File: src/rtl/sft_pkg.sv
package sft_pkg;

    // Bus history used by the default (setting 0) threshold
    typedef enum logic [1:0] {
        HIST_OTHER = 2'd0,
        HIST_FAIL  = 2'd1,
        HIST_OWN   = 2'd2
    } hist_e;

    // Setting n asks for 0.5 + (n-1) bit periods = 2n-1 half periods
    function automatic int unsigned setting_halves(input int unsigned n);
        return 2 * n - 1;
    endfunction

endpackage

File: src/rtl/sft_threshold.sv
module sft_threshold
    import sft_pkg::*;
#(
    parameter int CFG_W     = 3,
    parameter int CNT_W     = 4,
    parameter int DEF_FAIL  = 5,
    parameter int DEF_OTHER = 9,
    parameter int DEF_OWN   = 13
) (
    input  logic [CFG_W-1:0] setting,
    input  hist_e            hist,
    output logic [CNT_W-1:0] thr
);

    always_comb begin
        if (setting == '0) begin
            case (hist)
                HIST_FAIL: thr = CNT_W'(DEF_FAIL);
                HIST_OWN:  thr = CNT_W'(DEF_OWN);
                default:   thr = CNT_W'(DEF_OTHER);
            endcase
        end else begin
            thr = CNT_W'(setting_halves(32'(setting)));
        end
    end

endmodule

File: src/rtl/sft_idle_counter.sv
module sft_idle_counter #(
    parameter int CNT_W = 4
) (
    input  logic             clk,
    input  logic             rst_n,
    input  logic             half_tick,
    input  logic             bus_high,
    input  logic             restart,
    output logic [CNT_W-1:0] cnt
);

    localparam logic [CNT_W-1:0] CNT_MAX = '1;

    typedef struct packed {
        logic [CNT_W-1:0] cnt;
    } cnt_state_t;

    cnt_state_t s_d, s_q;

    always_comb begin
        s_d = s_q;
        if (!bus_high || restart) begin
            s_d.cnt = '0;
        end else if (half_tick && s_q.cnt != CNT_MAX) begin
            s_d.cnt = s_q.cnt + 1'b1;
        end
    end

    always_ff @(posedge clk) begin
        if (!rst_n) s_q <= '0;
        else        s_q <= s_d;
    end

    assign cnt = s_q.cnt;

    // A low bus level always clears the idle count
    assert_low_clears_R6: assert property (@(posedge clk) disable iff (!rst_n)
        !bus_high |=> cnt == '0);

    // A full count never wraps while the bus stays idle
    assert_no_wrap_R9: assert property (@(posedge clk) disable iff (!rst_n)
        (cnt == CNT_MAX) && bus_high && !restart |=> cnt == CNT_MAX);

endmodule

File: src/rtl/sft_gate.sv
module sft_gate
    import sft_pkg::*;
#(
    parameter int CFG_W     = 3,
    parameter int DEF_FAIL  = 5,
    parameter int DEF_OTHER = 9,
    parameter int DEF_OWN   = 13
) (
    input  logic             clk,
    input  logic             rst_n,
    input  logic             half_tick,
    input  logic             bus_high,
    input  logic [CFG_W-1:0] sft_setting,
    input  logic             start_on_end,
    input  logic             tx_start,
    input  logic             tx_last,
    input  logic             tx_done,
    input  logic             rx_done,
    input  logic             tx_fail,
    output logic             grant,
    output logic             grant_single
);

    localparam int SET_MAX_HALVES = 2 * ((1 << CFG_W) - 1) - 1;
    localparam int MAX_A          = (SET_MAX_HALVES > DEF_OWN) ? SET_MAX_HALVES : DEF_OWN;
    localparam int MAX_HALVES     = (MAX_A > DEF_OTHER) ? MAX_A : DEF_OTHER;
    localparam int CNT_W          = $clog2(MAX_HALVES + 1);

    typedef struct packed {
        logic  pending;
        logic  single;
        logic  grant;
        hist_e hist;
    } gate_state_t;

    gate_state_t s_d, s_q;
    logic [CNT_W-1:0] idle_cnt;
    logic [CNT_W-1:0] thr;
    logic             restart;
    logic             start_ok;
    logic             grant_now;

    sft_threshold #(
        .CFG_W    (CFG_W),
        .CNT_W    (CNT_W),
        .DEF_FAIL (DEF_FAIL),
        .DEF_OTHER(DEF_OTHER),
        .DEF_OWN  (DEF_OWN)
    ) u_thr (
        .setting(sft_setting),
        .hist   (s_q.hist),
        .thr    (thr)
    );

    sft_idle_counter #(
        .CNT_W(CNT_W)
    ) u_cnt (
        .clk      (clk),
        .rst_n    (rst_n),
        .half_tick(half_tick),
        .bus_high (bus_high),
        .restart  (restart),
        .cnt      (idle_cnt)
    );

    always_comb begin
        s_d       = s_q;
        start_ok  = tx_start && !s_q.pending;
        grant_now = s_q.pending && bus_high && (idle_cnt >= thr);
        restart   = start_on_end ? (tx_done || rx_done || tx_fail) : start_ok;

        s_d.grant = grant_now;
        if (grant_now) s_d.pending = 1'b0;
        if (start_ok) begin
            s_d.pending = 1'b1;
            s_d.single  = tx_last;
        end

        if (tx_fail)      s_d.hist = HIST_FAIL;
        else if (tx_done) s_d.hist = HIST_OWN;
        else if (rx_done) s_d.hist = HIST_OTHER;
    end

    always_ff @(posedge clk) begin
        if (!rst_n) begin
            s_q.pending <= 1'b0;
            s_q.single  <= 1'b0;
            s_q.grant   <= 1'b0;
            s_q.hist    <= HIST_OTHER;
        end else begin
            s_q <= s_d;
        end
    end

    assign grant        = s_q.grant;
    assign grant_single = s_q.grant && s_q.single;

    // Threshold always odd and within the supported half-tick range
    assert_thr_range_R2: assert property (@(posedge clk) disable iff (!rst_n)
        (thr >= 1) && (32'(thr) <= MAX_HALVES) && thr[0]);

    // Grant lasts exactly one cycle
    assert_grant_pulse_R7: assert property (@(posedge clk) disable iff (!rst_n)
        grant |=> !grant);

    // No grant without a pending request
    assert_grant_needs_req_R7: assert property (@(posedge clk) disable iff (!rst_n)
        !s_q.pending |=> !grant);

    // A pending request is only retired by a grant
    assert_pending_until_grant_R7: assert property (@(posedge clk) disable iff (!rst_n)
        $fell(s_q.pending) |-> grant);

    // No grant right after a low bus level
    assert_grant_idle_bus_R6: assert property (@(posedge clk) disable iff (!rst_n)
        !bus_high |=> !grant);

    // A failed attempt selects the shortest default wait
    assert_hist_fail_R3: assert property (@(posedge clk) disable iff (!rst_n)
        tx_fail |=> s_q.hist == HIST_FAIL);

    // Single-frame mark only ever accompanies a grant
    assert_single_with_grant_R8: assert property (@(posedge clk) disable iff (!rst_n)
        grant_single |-> grant);

endmodule

File: config.mk
export PLATFORM = sky130hd
export DESIGN_NAME = sft_gate
export DESIGN_NICKNAME = d
export VERILOG_FILES = /design/src/rtl/sft_pkg.sv /design/src/rtl/sft_threshold.sv /design/src/rtl/sft_idle_counter.sv /design/src/rtl/sft_gate.sv
export SDC_FILE = /design/constraint.sdc
export NUM_CORES = 1
export LEC_CHECK = 0
export BUFFER_PORTS_ARGS = -buffer_cell sky130_fd_sc_hd__buf_2
export CORE_AREA = 2 2 39 41
export DETAILED_ROUTE_END_ITERATION = 8
export DIE_AREA = 0 0 41 43
export PLACE_DENSITY = 0.73
export RECOVER_POWER = 25
export SLEW_MARGIN = 20
export SYNTH_ARGS = -nofsm -noshare
export SYNTH_HDL_FRONTEND = slang
export SYNTH_SLANG_ARGS = --single-unit
export TNS_END_PERCENT = 10
File: constraint.sdc
create_clock -name clk -period 2.1 [get_ports clk]
set_input_delay 0.42 -clock clk [delete_from_list [all_inputs] [get_ports clk]]
set_output_delay 0.42 -clock clk [all_outputs]
set_load 0.005 [all_outputs]
==> results of run 1 <==
==> logic make-up after synthesis <==
| group | count (synthesis) | share of synthesized area, % |
|---|---|---|
| AOI/OAI and AO/OA | 17 | 20.59 |
| and+or+nand+nor | 19 | 22.40 |
| DFF | 9 | 32.58 |
| muxes | 2 | 3.846 |
| adders and majority gates | 7 | 15.84 |
| buffers and inverters | 7 | 4.752 |
==> synthesized netlist by cell type <==
master / number
a211oi_2: 1
a21boi_0: 1
a21oi_1: 7
a31oi_1: 1
and2_1: 1
and3_4: 1
and4_1: 1
and4b_1: 1
dfxtp_1: 9
ha_1: 7
inv_1: 7
mux2_2: 1
mux2i_1: 1
nand2_1: 4
nand2b_1: 2
nand3b_1: 2
nand4_1: 1
nor2_1: 1
nor2b_1: 1
nor3_1: 1
nor3_2: 1
nor3b_1: 1
o2111ai_2: 1
o21ai_0: 5
o31ai_2: 1
or3_1: 1
==> worst max path at each step <==
stage,to,slack [ps],depth (start not counted)
after floorplan,grant,300,8
after global placement,grant,160,9
after detailed placement,grant,100,9
after CTS,grant,340,9
after global routing,grant,200,9
final,grant,350,9
==> power by group through the flow <==
| stage | clock, W | combinational, W | sequential, W |
|---|---|---|---|
| finish | 0.000132 | 0.0000493 | 0.000180 |
| global route | 0.000151 | 0.0000576 | 0.000180 |
| CTS | 0.000140 | 0.0000504 | 0.000180 |
| detailed placement | 0 | 0.0000502 | 0.000184 |
| global placement | 0 | 0.0000479 | 0.000183 |
| floorplan | 0 | 0.0000279 | 0.000182 |
==> cell usage in the layout (no fill, tap or decap), types with 2 or more instances in the layout <==
master / count
inv_1: 7
buf_2: 13
clkbuf_1: 2
ha_1: 7
clkbuf_4: 3
nand2_1: 4
a21oi_1: 7
o21ai_0: 5
nand3b_1: 2
dfxtp_1: 9
nand2b_1: 2
==> state kept, by name (all words and copies together) (netlist names) <==
name / count
s_q: 4
u_cnt.cnt: 4
grant: 1
==> layout make-up <==
| cell class | count | area share (%) |
|---|---|---|
| Clock buffer | 4 | 3.933 |
| Inverter | 7 | 3.933 |
| Multi-Input combinational cell | 45 | 51.87 |
| Sequential cell | 9 | 26.97 |
| Tap cell | 16 | 2.996 |
| Timing Repair Buffer | 14 | 10.30 |
==> worst max-delay path: cells and delay by family <==
kind                       cells  cell delay (ps)
adders and majority gates      2              500
and+or+nand+nor                3              370
muxes                          1              340
AOI/OAI and AO/OA              1              190
buffers and inverters          2              120
==> layer usage <==
metal	vias to the layer above	wire [um]	part of all wire [%]
li1	259	-	-
met5	-	0	0
met4	0	0	0
met3	0	13	1.2
met1	220	476	45
met2	3	568	54
==> stage by stage <==
step	area [um^2]	hold slack [ps]
after floorplan	553.0	438.8
after global placement	643.1	450.5
after detailed placement	643.1	463.1
after CTS	669.4	362.6
after global routing	668.1	365.9
final	668.1	372.8
==> key figures, run 1 <==
Power
  – Power per cell area: 540.6 nW/um^2
  – Seq pwr share: 49.7%
  – Leakage: 0.3007 nW
  – Combinational share of power: 13.7%
  – Power after layout: 0.0003612 W
  – Worst vdd ir: 279.8 uV
  – Net switching power: 0.00008814 W
  – Clk pwr share: 36.6%
  – Cell-internal power: 0.0002731 W
  – Switch share: 24.40%

Route
  – WL/cell: 11.14 um
  – Antenna viol nets, final: 0
  – Vias: 482
  – TritonRoute pass-1 iters: 3
  – Initial drt markers: 4
  – Post-DR vias/cell: 5.074
  – Post-Route WL: 1.058 mm
  – DRC Markers: 0

Synthesis
  – Yosys reg bits: 9
  – Mapped Cells: 61
  – Share of the synthesized area in the top cell type: 32.58%
  – Seq/Total Area, Yosys: 32.58%
  – Cell Area, Synth: 553.0 um^2
  – Yosys cell types: 26
  – Yosys warning total: 0
  – Syn avg cell area: 9.066 um^2
  – Yosys top cell by area: dfxtp_1
  – Syn Nets: 81
  – Ranking of synthesized cells by area: dfxtp_1, ha_1, a21oi_1

Layout
  – Fillers: 134
  – Area growth, synth to finish: 20.81%
  – Diode count: 0
  – Finished Core Util: 48.28%
  – Layout cells sized above 1: 27.85%
  – Flip-flop and latch area: 180.2 um^2
  – Finished Layout Cells: 95
  – Nets: 100
  – Footprint of the multi-input gates: 346.6 um^2

Critical path
  – Critical Path End Type: flip-flop
  – Worst Setup SP: sft_setting[0]
  – Worst Setup Start Kind: input port
  – Worst R2R Path Depth: 7
  – CP most frequent cell: ha_1
  – Crit Reg-Reg Startpoint: s_q[1]
  – Slowest cell on the critical path: mux2_2
  – CP arrival: 1940 ps
  – CP cell instances: buf_2, inv_1, ha_1, nand2b_1, mux2_2, ha_1, nand2_1, o21ai_0, and4_1
  – Worst-path maximum fanout: 3
  – Worst Path Required: 2300 ps
  – Worst path max stage delay: 340 ps
  – Reg2Reg Setup Slack: 430 ps
  – R2R Path End: grant
  – Setup CP Type: input port to flip-flop

CTS
  – Post-cts resize count: 0
  – CTS tree: yes
  – Cts hold-fix bufs: 0
  – Max Root-Sink Buffers: 2
  – Number of H-tree levels: 1
  – Clock Sinks: 9
  – CTS Buf Count: 3
  – Post-CTS setup buffer count: 0
  – CTS root buffer: clkbuf_4
  – Clk pin slew, worst setup/hold paths: 60 ps
  – Insertion delay to the later sink of the worst-skew pair: 250 ps

Placed design
  – Dpl hpwl: 854.5 um
  – Port bufs: 14
  – Worst slack, placed: 102.0 ps
  – Final GP Congestion: 0.7229
  – Placed insts: 91

Global routing
  – Pin count of the biggest net entering global routing: 7
  – Vias in the first global route: 480
  – Met3 Use GR: 0%
  – Layer with the highest usage: met2
  – First-pass GRT wire length: 1.883 mm
  – Initial antenna violation count: 0
  – M1 GR Usage: 18.45%
  – Met2 usage: 25.62%
  – Total grt overflow: 0
  – Total track usage: 15.19%

Worst hold path
  – Worst hold path endpoint: s_q[1]
  – Worst hold stages: 2
  – Min-delay worst type: input port to flip-flop
  – Critical hold path startpoint: tx_fail

STA
  – RSZ-0062 raised after global routing: no
  – Final worst path period share: 83.13%
  – Worst slew pin tran: 325.4 ps
  – Slew Viols, Final: 0
  – Hold Fails Final Rpt: 0
  – Final setup viols: 0
  – Min Clock Period, post-route: 1746 ps
  – Final worst setup slack: 354.2 ps
  – Setup TNS: 0 ps
  – Max Freq: 572.8 MHz
  – Slew Limit Headroom: 78.30%
  – Worst Skew: 1.932 ps

Die
  – Core area: 1384 um^2
  – Initial Util: 39.96%
  – Die Wd: 41 um
  – Rows: 14
  – Die area: 1763 um^2
  – Ports: 15
  – Die span in y: 43 um

Run status
  – Status: finished, final reports clean

Run
  – Max-cap viol count: 0
Note: power is estimated with default switching activity, not from simulation.
==> run 2: changes to the inputs <==
==> constraint.sdc (replaced) <==
create_clock -name clk -period 1.8 [get_ports clk]
set_input_delay 0.36 -clock clk [delete_from_list [all_inputs] [get_ports clk]]
set_output_delay 0.36 -clock clk [all_outputs]
set_load 0.005 [all_outputs]
==> run 2 against run 1 <==
Net effect:
- combinational power up 23%
- sequential power up 16%
- clock-buffer cell count unchanged
- critical endpoint unchanged
- power up 20%
- highest routed layer is now met4
- wire length down 6.1%
- cell area up 2.4%
- core utilization up 1.2 points
- critical path depth down 2
- register-to-register slack worse by 240 ps
- worst setup slack worse by 170 ps
- cell count up 2.1%
==> key figures, run 2 (synthesized netlist as in run 1, its figures left out) <==
STA
  – Min Clock Period, post-route: 1614 ps
  – RSZ-0062 raised after global routing: no
  – Slew Limit Headroom: 78.27%
  – Final setup viols: 0
  – Hold Fails Final Rpt: 0
  – Max Freq: 619.7 MHz
  – Final worst path period share: 89.66%
  – Worst slew pin tran: 326.0 ps
  – Final worst setup slack: 186.2 ps
  – Worst Skew: 1.680 ps
  – WHS: 297.1 ps
  – Slew Viols, Final: 0

Power
  – Clk pwr share: 37.5%
  – Leakage: 0.3123 nW
  – Net switching power: 0.0001099 W
  – Switch share: 25.46%
  – Cell-internal power: 0.0003218 W
  – Worst vdd ir: 227.2 uV
  – Seq pwr share: 48.5%
  – Power per cell area: 630.7 nW/um^2
  – Combinational share of power: 14.0%
  – Power after layout: 0.0004317 W

Critical path
  – R2R Path End: grant
  – Worst Setup SP: s_q[1]
  – Worst-path maximum fanout: 2
  – Crit Reg-Reg Startpoint: s_q[1]
  – CP arrival: 1820 ps
  – Critical Path End Type: flip-flop
  – Worst Setup Start Kind: flip-flop
  – Reg2Reg Setup Slack: 190 ps
  – Worst Path Required: 2010 ps
  – Worst R2R Path Depth: 7
  – Worst Setup EP: grant
  – Setup CP Type: flip-flop to flip-flop

CTS
  – Cts hold-fix bufs: 0
  – Number of H-tree levels: 1
  – Max Root-Sink Buffers: 2
  – Clock Sinks: 9
  – CTS tree: yes
  – CTS Buf Count: 3
  – Insertion delay to the later sink of the worst-skew pair: 260 ps
  – Clk pin slew, worst setup/hold paths: 60 ps
  – CTS root buffer: clkbuf_4

Global routing
  – Total track usage: 14.07%
  – Initial antenna violation count: 0
  – Total grt overflow: 0
  – Vias in the first global route: 397
  – Pin count of the biggest net entering global routing: 7
  – First-pass GRT wire length: 1.635 mm

Die
  – Die Wd: 41 um
  – Initial Util: 39.96%
  – Die span in y: 43 um
  – Die area: 1763 um^2
  – Ports: 15
  – Rows: 14
  – Core area: 1384 um^2

Route
  – Initial drt markers: 0
  – Vias: 490
  – WL/cell: 10.24 um
  – Post-Route WL: 993 um
  – Post-DR vias/cell: 5.052
  – TritonRoute pass-1 iters: 1
  – Antenna viol nets, final: 0
  – DRC Markers: 0

Layout
  – Layout cells sized above 1: 30.86%
  – Flip-flop and latch area: 180.2 um^2
  – Nets: 102
  – Footprint of the multi-input gates: 346.6 um^2
  – Fillers: 141
  – Commonest cells after routing, fill and taps aside: buf_2, dfxtp_1, inv_1, a21oi_1, ha_1
  – Area growth, synth to finish: 23.76%
  – Diode count: 0
  – Commonest non-fill, non-tap cell in the layout: buf_2

Run
  – Max-cap viol count: 0

Placed design
  – Worst slack, placed: -155.0 ps
  – Port bufs: 14
  – Dpl hpwl: 810.9 um
  – Final GP Congestion: 0.7617

Run status
  – Status: finished, final reports clean

Worst hold path
  – Min-delay worst type: input port to flip-flop
==> run 2: stage by stage <==
| step | instance area, um^2 | util, % | instances | TNS [ps] |
|---|---|---|---|---|
| floorplan | 553.0 | - | 61 | 0 |
| detailed placement | 658.1 | 47.56 | 93 | -274.4 |
| CTS | 684.4 | 49.46 | 97 | 0 |
| global placement | 658.1 | 47.56 | 93 | -223.1 |
| finish | 684.4 | 49.46 | 97 | 0 |
| global route | 684.4 | 49.46 | 97 | 0 |
==> run 2: worst max-delay path: stages (launching register included) <==
cell	delay [ps]
dfxtp_1	330
inv_1	40
ha_1	260
mux2_2	260
ha_1	270
nand2_1	40
o21ai_1	150
and4_1	200
==> run 2: power groups by stage <==
stage,registers (W),clock network [W],logic (W)
finish,0.000209,0.000162,0.0000606
global route,0.000210,0.000176,0.0000700
detailed placement,0.000214,0,0.0000611
global placement,0.000214,0,0.0000584
CTS,0.000209,0.000165,0.0000614
floorplan,0.000213,0,0.0000325
==> run 2: worst min path at each step <==
stage / end / cells past startpoint / from
after global placement: s_q[3] / 2 / s_q[3]
after global routing: s_q[1] / 2 / tx_fail
after CTS: s_q[1] / 2 / tx_fail
after detailed placement: s_q[3] / 2 / s_q[3]
final: s_q[1] / 2 / tx_fail
after floorplan: s_q[1] / 1 / tx_fail
==> run 2: area by class of cell <==
cell class              count  area share (%)
clock buffers               4           3.839
multi-input cells          45           50.64
flip-flops and latches      9           26.33
well taps                  16           2.925
inverters                   7           3.839
repair buffers             16           12.43
==> run 2: what timing repair did <==
action                     4_1_cts  5_1_grt
buffers inserted                 0        0
gates resized for setup          0        1
setup endpoints to repair        0        1
==> run 2: per-layer routing <==
layer	GRT usage, %	wire length, um	vias up
li1	-	-	263
met1	17.74	459	218
met2	19.06	502	6
met3	4.712	16	3
met4	10.00	14	0
met5	0	0	-
==> run 3: changes to the inputs <==
--- a/config.mk
+++ b/config.mk
@@ -5,11 +5,11 @@
 export SDC_FILE = /design/constraint.sdc
 export NUM_CORES = 1
 export LEC_CHECK = 0
-export BUFFER_PORTS_ARGS = -buffer_cell sky130_fd_sc_hd__buf_2
 export CORE_AREA = 2 2 39 41
 export DETAILED_ROUTE_END_ITERATION = 8
 export DIE_AREA = 0 0 41 43
-export PLACE_DENSITY = 0.73
+export DONT_BUFFER_PORTS = 1
+export PLACE_DENSITY = 0.63
 export RECOVER_POWER = 25
 export SLEW_MARGIN = 20
 export SYNTH_ARGS = -nofsm -noshare
==> run 3 against run 2 <==
Net effect:
- clock power about the same
- flip-flop and latch count unchanged
- worst setup slack got worse by 55 ps
- first-iteration DRC count increased by 1
- cell area decreased by 8.0%
- critical endpoint unchanged
- largest power group unchanged
- clock-buffer cell count unchanged
- via count decreased by 6.9%
- cell count decreased by 12%
- global-route usage decreased by 0.31 points
==> key figures, run 3 (synthesized netlist as in run 1, its figures left out) <==
CTS
  – CTS root buffer: clkbuf_4
  – Insertion delay to the later sink of the worst-skew pair: 270 ps
  – Clock Sinks: 9
  – CTS Buf Count: 3
  – Cts hold-fix bufs: 0
  – Post-CTS setup buffer count: 0
  – CTS tree: yes
  – Number of H-tree levels: 1
  – Max Root-Sink Buffers: 2
  – Post-cts resize count: 0
  – Clk pin slew, worst setup/hold paths: 60 ps

Worst hold path
  – Min-delay worst type: input port to flip-flop
  – Worst hold stages: 1
  – Critical hold path startpoint: tx_fail
  – Worst hold path endpoint: s_q[1]

Route
  – TritonRoute pass-1 iters: 4
  – Initial drt markers: 1
  – DRC Markers: 0
  – WL/cell: 10.91 um
  – Post-Route WL: 927 um
  – Antenna viol nets, final: 0
  – Post-DR vias/cell: 5.365
  – Wl on met1: 447 um
  – Met2 WL: 410 um
  – Vias: 456
  – Max Used Layer: met4
  – Routed wl met3: 57 um

Layout
  – Area growth, synth to finish: 13.80%
  – Commonest non-fill, non-tap cell in the layout: dfxtp_1
  – Layout cells sized above 1: 18.84%
  – Diode count: 0
  – Commonest cells after routing, fill and taps aside: dfxtp_1, inv_1, a21oi_1, ha_1, o21ai_0
  – Nets: 90

STA
  – Worst Skew: 3.436 ps
  – Slew Limit Headroom: 79.38%
  – WHS: 162.6 ps
  – Max Freq: 599.1 MHz
  – RSZ-0062 raised after global routing: no
  – Final worst path period share: 92.73%
  – Hold Fails Final Rpt: 0
  – Slew Viols, Final: 0
  – Min Clock Period, post-route: 1669 ps
  – Worst slew pin tran: 309.3 ps
  – Final setup viols: 0
  – Final worst setup slack: 130.9 ps

Die
  – Die Wd: 41 um
  – Ports: 15
  – Rows: 14
  – Core area: 1384 um^2
  – Die span in y: 43 um
  – Initial Util: 39.96%
  – Die area: 1763 um^2

Power
  – Power per cell area: 656.3 nW/um^2
  – Power after layout: 0.0004130 W
  – Leakage: 0.2638 nW
  – Worst vdd ir: 333.1 uV

Global routing
  – Total track usage: 13.77%
  – Pin count of the biggest net entering global routing: 7
  – Initial antenna violation count: 0
  – First-pass GRT wire length: 1.635 mm
  – Vias in the first global route: 409
  – Total grt overflow: 0

Critical path
  – R2R Path End: grant
  – Worst Path Required: 2010 ps
  – Reg2Reg Setup Slack: 130 ps
  – Setup CP Type: flip-flop to flip-flop
  – Worst-path maximum fanout: 2
  – Worst Setup Start Kind: flip-flop
  – Crit Reg-Reg Startpoint: s_q[1]
  – Critical Path End Type: flip-flop
  – CP arrival: 1880 ps
  – Worst R2R Path Depth: 7

Placed design
  – Port bufs: 0
  – Dpl hpwl: 771.4 um
  – Worst slack, placed: -36.93 ps
  – Final GP Congestion: 0.7709

Run
  – Max-cap viol count: 0

Run status
  – Status: finished, final reports clean
==> run 3: cell types whose count changed in the layout (fill, tap and decap cells not counted) <==
cell	delta
buf_4	+2
o21ai_1	-1
buf_2	-14
o21ai_0	+1
==> run 3: final cells by class <==
cell class | count | area, um^2
Fill cell | 146 | 754.5
Multi-Input combinational cell | 45 | 346.6
Sequential cell | 9 | 180.2
Timing Repair Buffer | 4 | 30.03
Clock buffer | 4 | 26.28
Inverter | 7 | 26.28
Tap cell | 16 | 20.02
==> run 3: through the flow <==
stage	TNS, ps	util (%)	instances	cell area, um^2
global route	0	45.48	85	629.4
global placement	-45.08	43.58	81	603.1
floorplan	0	-	61	553.0
detailed placement	-36.93	43.58	81	603.1
finish	0	45.48	85	629.4
CTS	0	45.48	85	629.4
==> run 3: per-layer routing <==
layer | global-route usage, % | vias up
met5 | 0 | -
met4 | 8.000 | 0
li1 | - | 239
met3 | 5.236 | 2
met1 | 18.81 | 206
met2 | 17.81 | 9
==> run 3: worst max path at each step <==
| stage | from | end | slack (ps) |
|---|---|---|---|
| final | s_q[1] | grant | 130 |
| after CTS | s_q[1] | grant | 110 |
| after global placement | sft_setting[0] | grant | -50 |
| after floorplan | sft_setting[0] | grant | 60 |
| after detailed placement | sft_setting[0] | grant | -40 |
| after global routing | s_q[1] | grant | 20 |
==> run 3: worst max-delay path, stage by stage, from the launching register on <==
cell and delay (ps):
dfxtp_1 330, inv_1 40, ha_1 260, mux2_2 270
ha_1 270, nand2_1 40, o21ai_0 190, and4_1 210
==> run 3: report_power, final <==
| part | switching [W] | total [W] | internal (W) |
|---|---|---|---|
| Clock | 0.0000743 | 0.000160 | 0.0000857 |
| Sequential | 0.00000400 | 0.000209 | 0.000205 |
| Combinational | 0.0000193 | 0.0000439 | 0.0000246 |
| Total | 0.0000975 | 0.000413 | 0.000316 |
